**src/rtl/sdiv_pkg.sv**
```systemverilog
package sdiv_pkg;
  typedef enum logic [1:0] {ST_IDLE, ST_STEP, ST_FIX} sdiv_state_e;

  localparam int unsigned CYC_BASE      = 12;
  localparam int unsigned CYC_DVD_NEG   = 2;
  localparam int unsigned CYC_EARLY     = 16;
  localparam int unsigned CYC_BIT_HIT   = 6;
  localparam int unsigned CYC_BIT_MISS  = 8;
  localparam int unsigned CYC_LAST      = 4;
  localparam int unsigned CYC_DSR_NEG   = 16;
  localparam int unsigned CYC_ONLY_DVD  = 18;
  localparam int unsigned CYC_BOTH_POS  = 14;
endpackage

```
**src/rtl/sdiv_prep.sv**
```systemverilog
module sdiv_prep #(
  parameter int unsigned DSR_W = 16,
  localparam int unsigned DVD_W = 2 * DSR_W
) (
  input  logic [DVD_W-1:0] dividend_i,
  input  logic [DSR_W-1:0] divisor_i,
  output logic [DVD_W-1:0] dvd_abs_o,
  output logic [DVD_W-1:0] dsr_abs_o,
  output logic             dvd_neg_o,
  output logic             dsr_neg_o,
  output logic             dsr_zero_o,
  output logic             early_ovf_o
);
  logic [DSR_W-1:0] dsr_mag;

  assign dvd_neg_o   = dividend_i[DVD_W-1];
  assign dsr_neg_o   = divisor_i[DSR_W-1];
  assign dsr_zero_o  = (divisor_i == '0);
  assign dvd_abs_o   = dvd_neg_o ? (~dividend_i + 1'b1) : dividend_i;
  assign dsr_mag     = dsr_neg_o ? (~divisor_i + 1'b1) : divisor_i;
  // divisor sits in the upper half; a fit test against the full dividend
  assign dsr_abs_o   = {dsr_mag, {DSR_W{1'b0}}};
  assign early_ovf_o = (dsr_abs_o <= dvd_abs_o);
endmodule

```
**src/rtl/sdiv_step.sv**
```systemverilog
module sdiv_step import sdiv_pkg::*; #(
  parameter int unsigned DSR_W = 16,
  parameter int unsigned CYC_W = 8,
  localparam int unsigned DVD_W = 2 * DSR_W
) (
  input  logic [DVD_W-1:0] rem_i,
  input  logic [DVD_W-1:0] dsr_i,
  input  logic             last_i,
  output logic [DVD_W-1:0] rem_o,
  output logic             bit_o,
  output logic [CYC_W-1:0] cost_o
);
  logic [DVD_W-1:0] shifted;

  // rem_i < dsr_i <= 2^(DVD_W-1), so the shift never loses a set bit
  assign shifted = {rem_i[DVD_W-2:0], 1'b0};
  assign bit_o   = (shifted >= dsr_i);
  assign rem_o   = bit_o ? (shifted - dsr_i) : shifted;

  always_comb begin
    if (last_i)     cost_o = CYC_W'(CYC_LAST);
    else if (bit_o) cost_o = CYC_W'(CYC_BIT_HIT);
    else            cost_o = CYC_W'(CYC_BIT_MISS);
  end
endmodule

```
**src/rtl/sdiv_fixup.sv**
```systemverilog
module sdiv_fixup import sdiv_pkg::*; #(
  parameter int unsigned DSR_W = 16,
  parameter int unsigned CYC_W = 8
) (
  input  logic [DSR_W-1:0] quo_i,
  input  logic [DSR_W-1:0] rem_i,
  input  logic             dvd_neg_i,
  input  logic             dsr_neg_i,
  output logic [DSR_W-1:0] quo_o,
  output logic [DSR_W-1:0] rem_o,
  output logic             ovf_o,
  output logic [CYC_W-1:0] cost_o
);
  logic [DSR_W-1:0] quo_neg, rem_neg;
  logic             neg_bad;

  assign quo_neg = ~quo_i + 1'b1;
  assign rem_neg = ~rem_i + 1'b1;
  // a negated quotient must land on a negative value or zero
  assign neg_bad = (quo_neg != '0) && !quo_neg[DSR_W-1];

  always_comb begin
    quo_o = quo_i;
    rem_o = rem_i;
    ovf_o = 1'b0;
    if (dsr_neg_i) begin
      cost_o = CYC_W'(CYC_DSR_NEG);
      if (dvd_neg_i) begin
        ovf_o = quo_i[DSR_W-1];
        rem_o = rem_neg;
      end else begin
        quo_o = quo_neg;
        ovf_o = neg_bad;
      end
    end else if (dvd_neg_i) begin
      cost_o = CYC_W'(CYC_ONLY_DVD);
      quo_o  = quo_neg;
      ovf_o  = neg_bad;
      rem_o  = rem_neg;
    end else begin
      cost_o = CYC_W'(CYC_BOTH_POS);
      ovf_o  = quo_i[DSR_W-1];
    end
  end
endmodule

```
**src/rtl/sdiv_timed.sv**
```systemverilog
module sdiv_timed import sdiv_pkg::*; #(
  parameter int unsigned DSR_W = 16,
  parameter int unsigned CYC_W = 8,
  localparam int unsigned DVD_W  = 2 * DSR_W,
  localparam int unsigned STEP_W = $clog2(DSR_W)
) (
  input  logic             clk_i,
  input  logic             rst_ni,
  input  logic             start_i,
  input  logic [DVD_W-1:0] dividend_i,
  input  logic [DSR_W-1:0] divisor_i,
  output logic             busy_o,
  output logic             done_o,
  output logic             dbz_o,
  output logic [DVD_W-1:0] result_o,
  output logic             flag_n_o,
  output logic             flag_z_o,
  output logic             flag_v_o,
  output logic             flag_c_o,
  output logic [CYC_W-1:0] cycles_o
);
  sdiv_state_e      state_q;
  logic [STEP_W-1:0] step_q;
  logic [DVD_W-1:0] rem_q, dsr_q, dvd_q;
  logic [DSR_W-1:0] quo_q;
  logic [CYC_W-1:0] acc_q;
  logic             dvd_neg_q, dsr_neg_q;

  logic [DVD_W-1:0] p_dvd_abs, p_dsr_abs;
  logic             p_dvd_neg, p_dsr_neg, p_zero, p_early;
  logic [DVD_W-1:0] s_rem;
  logic             s_bit, s_last;
  logic [CYC_W-1:0] s_cost;
  logic [DSR_W-1:0] f_quo, f_rem;
  logic             f_ovf;
  logic [CYC_W-1:0] f_cost;
  logic             accept;

  sdiv_prep #(.DSR_W(DSR_W)) i_prep (
    .dividend_i (dividend_i),
    .divisor_i  (divisor_i),
    .dvd_abs_o  (p_dvd_abs),
    .dsr_abs_o  (p_dsr_abs),
    .dvd_neg_o  (p_dvd_neg),
    .dsr_neg_o  (p_dsr_neg),
    .dsr_zero_o (p_zero),
    .early_ovf_o(p_early)
  );

  assign s_last = (step_q == STEP_W'(DSR_W - 1));

  sdiv_step #(.DSR_W(DSR_W), .CYC_W(CYC_W)) i_step (
    .rem_i (rem_q),
    .dsr_i (dsr_q),
    .last_i(s_last),
    .rem_o (s_rem),
    .bit_o (s_bit),
    .cost_o(s_cost)
  );

  sdiv_fixup #(.DSR_W(DSR_W), .CYC_W(CYC_W)) i_fix (
    .quo_i    (quo_q),
    .rem_i    (rem_q[DVD_W-1:DSR_W]),
    .dvd_neg_i(dvd_neg_q),
    .dsr_neg_i(dsr_neg_q),
    .quo_o    (f_quo),
    .rem_o    (f_rem),
    .ovf_o    (f_ovf),
    .cost_o   (f_cost)
  );

  assign accept = start_i && (state_q == ST_IDLE);
  assign busy_o = (state_q != ST_IDLE);

  always_ff @(posedge clk_i or negedge rst_ni) begin
    if (!rst_ni) begin
      state_q   <= ST_IDLE;
      step_q    <= '0;
      rem_q     <= '0;
      dsr_q     <= '0;
      dvd_q     <= '0;
      quo_q     <= '0;
      acc_q     <= '0;
      dvd_neg_q <= 1'b0;
      dsr_neg_q <= 1'b0;
      done_o    <= 1'b0;
      dbz_o     <= 1'b0;
      result_o  <= '0;
      flag_n_o  <= 1'b0;
      flag_z_o  <= 1'b0;
      flag_v_o  <= 1'b0;
      flag_c_o  <= 1'b0;
      cycles_o  <= '0;
    end else begin
      done_o <= 1'b0;
      unique case (state_q)
        ST_IDLE: if (accept) begin
          dbz_o <= p_zero;
          if (p_zero) begin
            // flags untouched: the exception unit owns this case
            done_o   <= 1'b1;
            result_o <= dividend_i;
            cycles_o <= '0;
          end else if (p_early) begin
            done_o   <= 1'b1;
            result_o <= dividend_i;
            flag_n_o <= 1'b1;
            flag_z_o <= 1'b0;
            flag_v_o <= 1'b1;
            flag_c_o <= 1'b0;
            cycles_o <= CYC_W'(CYC_EARLY);
          end else begin
            state_q   <= ST_STEP;
            step_q    <= '0;
            rem_q     <= p_dvd_abs;
            dsr_q     <= p_dsr_abs;
            dvd_q     <= dividend_i;
            quo_q     <= '0;
            dvd_neg_q <= p_dvd_neg;
            dsr_neg_q <= p_dsr_neg;
            acc_q     <= p_dvd_neg ? CYC_W'(CYC_BASE + CYC_DVD_NEG) : CYC_W'(CYC_BASE);
          end
        end
        ST_STEP: begin
          rem_q  <= s_rem;
          quo_q  <= {quo_q[DSR_W-2:0], s_bit};
          acc_q  <= acc_q + s_cost;
          step_q <= step_q + 1'b1;
          if (s_last) state_q <= ST_FIX;
        end
        ST_FIX: begin
          state_q  <= ST_IDLE;
          done_o   <= 1'b1;
          cycles_o <= acc_q + f_cost;
          flag_c_o <= 1'b0;
          flag_v_o <= f_ovf;
          if (f_ovf) begin
            result_o <= dvd_q;
            flag_n_o <= 1'b1;
            flag_z_o <= 1'b0;
          end else begin
            result_o <= {f_rem, f_quo};
            flag_n_o <= f_quo[DSR_W-1];
            flag_z_o <= (f_quo == '0);
          end
        end
        default: state_q <= ST_IDLE;
      endcase
    end
  end
endmodule

```
**config.mk**
```make
export PLATFORM = sky130hd
export DESIGN_NAME = sdiv_timed
export DESIGN_NICKNAME = d
export VERILOG_FILES = /design/src/rtl/sdiv_pkg.sv /design/src/rtl/sdiv_prep.sv /design/src/rtl/sdiv_step.sv /design/src/rtl/sdiv_fixup.sv /design/src/rtl/sdiv_timed.sv
export SDC_FILE = /design/constraint.sdc
export NUM_CORES = 1
export LEC_CHECK = 0
export BUFFER_PORTS_ARGS = -buffer_cell sky130_fd_sc_hd__buf_2
export CAP_MARGIN = 0
export CORE_ASPECT_RATIO = 0.75
export CORE_UTILIZATION = 28
export CTS_CLUSTER_DIAMETER = 30
export DETAILED_ROUTE_END_ITERATION = 8
export REMOVE_ABC_BUFFERS = 1
export SKIP_CTS_REPAIR_TIMING = 1
export SYNTH_ARGS = -nofsm -noshare
export SYNTH_HDL_FRONTEND = slang
export SYNTH_SLANG_ARGS = --single-unit
```
**constraint.sdc**
```tcl
create_clock -name clk_i -period 3.4 [get_ports clk_i]
set_input_delay 0.68 -clock clk_i [delete_from_list [all_inputs] [get_ports clk_i]]
set_output_delay 0.68 -clock clk_i [all_outputs]
set_load 0.02 [all_outputs]
```
==> reports/summary.txt <==
Maxcap violations - 0
Core Box Area - 0.0363 mm^2
Max-slew violations - 0
Unrepaired setup endpoints after global routing - true
# port buffers - 95
Clock Sinks - 154
Vias in the first global route - 9,340
Yosys cell types - 74
Sw Pwr - 6.60 mW
WL per Instance - 19.6 um
Share of layout cells above drive strength 1 - 33.0%
Synth cell count leaders - 156 x nand2_1, 154 x dfrtp_1, 94 x o21ai_0, 53 x a21oi_1
Period utilisation layout - 134%
Sequential Power Share - 22.8%
Hold Vio Cnt, Final - 0
Root buffer cell - clkbuf_16
Share of synthesized registers carrying an async set or reset - 100%
RD Place Congestion - 0.929
Final worst slack - -1.17 ns
H-tree depth - 4
Critical path capture point type - flip-flop
Slew HR - 33.5%
Cell area after synthesis - 0.0105 mm^2
First-pass GRT wire length - 55.4 mm
Area Growth Syn to Fin - 36.2%
First drt pass iteration count - 6
Die footprint - 0.0382 mm^2
Main area contributors after synthesis - dfrtp_1 37%, nand2_1 5.6%, ha_1 5.4%
CP required - 3.73 ns
I/O Pins - 98
Diode count - 0
Finished Cell Area - 0.0143 mm^2
Detail-routed via count per cell - 5.21
Failing checks - setup timing
Slowest CP cell - or4_4
Most common cell on crit path - buf_4
VDD IR-drop max - 0.462 mV
Crit path launch type - input port
Placement Rows - 60
Initial antenna violation count - 0
Routed WL - 37.7 mm
GRT Overall Usage - 19.1%
Via count - 10,049
TritonCTS clock tree - done
Biggest area consumer among synthesized cells - dfrtp_1
Area share of the largest cell type after synthesis - 36.7%
Outcome - finished, violations left
Place WS - -1.80 ns
Largest net degree at the start of global routing - 64
Total grt overflow - 0
Detailed Route Iter0 Violations - 1,238
Clock-pin slew on the worst setup and hold paths - 0.06 ns
CP cell instances - buf_8 -> or4_4 -> nor4_2 -> buf_4 -> buf_4 -> nand2_1 -> o31ai_2 -> xor2_1 -> ha_1 -> and3_4 -> nand4_1 -> nor4_2 -> nand4_1 -> or4_4 -> buf_4 -> a41oi_4 -> buf_12 -> mux2_2
Worst-path maximum fanout - 11
Ys Warns - 0
Critical path type - in2reg
Die Wd - 225 um
Seq/Total Area, Yosys - 36.7%
Skew final - 0.0122 ns
Inserted Clock Buffers - 17
Clock Latency Late Sink - 0.44 ns
Mapped Cells - 1,152
HPWL after detailed placement - 27.3 mm
Final setup vio count - 152
Synthesis-stage register bit count - 154
Slew at the pin closest to its max-slew limit - 0.995 ns
Synthesized area per cell - 9.10 um^2
Combinational fraction of design power - 62.8%
Power Density - 1040 mW/mm^2
Clk buf depth - 2
Switching share of power - 44.6%
Most frequent cell after synthesis - nand2_1
Worst path max stage delay - 0.60 ns
Worst Hold Class - in2async
R2r startpoint - dsr_q[16]
Final nets - 1,519
Min cycle time layout - 4.57 ns
Worst Setup SP - dividend_i[12]
Post-synth EDFFs - 0
Residual DRC - 0
Arrival time at the worst endpoint - 4.90 ns
Placed Instance Area - 0.0129 mm^2
Pleak - 6.56 nW
Top_reg_cell synth - dfrtp_1
Die Span Y - 170 um
Internal - 8.19 mW
Starting Density - 28.9%
Fin util - 39.3%
ANT nets after route - 0
Fmax - 0.219 GHz
Clk pwr share - 14.3%
Fin Hold WS - 0.213 ns
[placed cells by master (no fill, tap or decap), types with 25 or more instances in the layout]
master     Yosys  routed
o21ai_1       17      26
nor2_1        52      40
mux2_4        29      29
ha_1          45      44
buf_2          9      89
buf_4          4     191
xor2_1        46      46
inv_1         52      50
o21ai_0       94      75
mux2i_1       38      38
a21oi_1       53      53
clkbuf_16      0      25
nand2_1      156     142
dfrtp_1      154     154
xnor2_1       45      44
[routing by layer]
layer / share of wire [%] / vias to the layer above / GRT usage (%)
met5: 0 / - / 0
li1: - / 4678 / -
met4: 1.5 / 0 / 4.44
met1: 49 / 4902 / 28.9
met2: 41 / 434 / 26.7
met3: 9.0 / 35 / 4.64
[cell type report]
type | count | area [um^2]
clock buffers | 20 | 467
repair buffers | 323 | 2610
flip-flops and latches | 154 | 3850
multi-input cells | 871 | 6350
clock inverters | 11 | 169
inverters | 53 | 204
well taps | 496 | 621
fillers | 3633 | 22100
[state kept, by name, summed over array words and instances (netlist names), 2 cells and up]
| register | cells |
|---|---|
| acc_q | 7 |
| cycles_o | 7 |
| dsr_q | 16 |
| dvd_q | 32 |
| quo_q | 16 |
| rem_q | 32 |
| result_o | 32 |
| state_q | 2 |
| step_q | 4 |
[cells by family (layout without fill, tap and decap cells)]
logic type                 after synthesis  count (layout)  share of synthesized area, %
buffers and inverters                  128             407                          5.76
DFF                                    154             154                          36.7
AOI/OAI and AO/OA                      309             309                          19.3
xor gates and xnor gates                91              91                          7.60
and+or+nand+nor                        342             342                          15.5
adders and majority gates               48              48                          5.94
muxes                                   79              79                          9.07
other                                    1               2                        0.0358
[critical path, delay by kind of cell]
kind                     cells  cell delay (ns)
AND/OR/NAND/NOR              8             2.26
buffers and inverters        5             0.73
multiplexers                 1             0.33
AO/OA/AOI/OAI                2             0.44
XOR/XNOR                     1             0.14
adder cells (fa/ha/maj)      1             0.30
[worst paths after layout]
path / endpoint / slack (ns) / cells past startpoint
max: rem_q[19] / -1.17 / 18
min: dvd_q[27] / 0.21 / 1
max reg2reg: acc_q[7] / -0.20 / 16
min reg2reg: dvd_q[17] / 0.51 / 1
max in group asynchronous: quo_q[7] / 2.31 / 2
min in group clk_i: dvd_q[17] / 0.51 / 1
[power by group through the flow]
| stage | Combinational (mW) | Sequential [mW] | Clock, mW |
|---|---|---|---|
| 3_5_place_dp | 8.68 | 3.39 | 0 |
| 3_3_place_gp | 8.56 | 3.37 | 0 |
| 2_1_floorplan | 5.27 | 3.58 | 0 |
| 4_1_cts | 8.76 | 3.37 | 2.13 |
| 5_1_grt | 10.2 | 3.49 | 2.22 |
| 6_report | 9.29 | 3.38 | 2.12 |
[metrics by stage]
stage | setup TNS, ns | power [mW] | cells
after floorplan | -341.50 | 8.86 | 1078
after global placement | -244.88 | 11.9 | 1872
after detailed placement | -257.13 | 12.1 | 1872
after CTS | -190.37 | 14.3 | 1903
after global routing | -177.24 | 15.9 | 1928
final | -159.74 | 14.8 | 1928
Note: power is estimated with default switching activity, not from simulation.
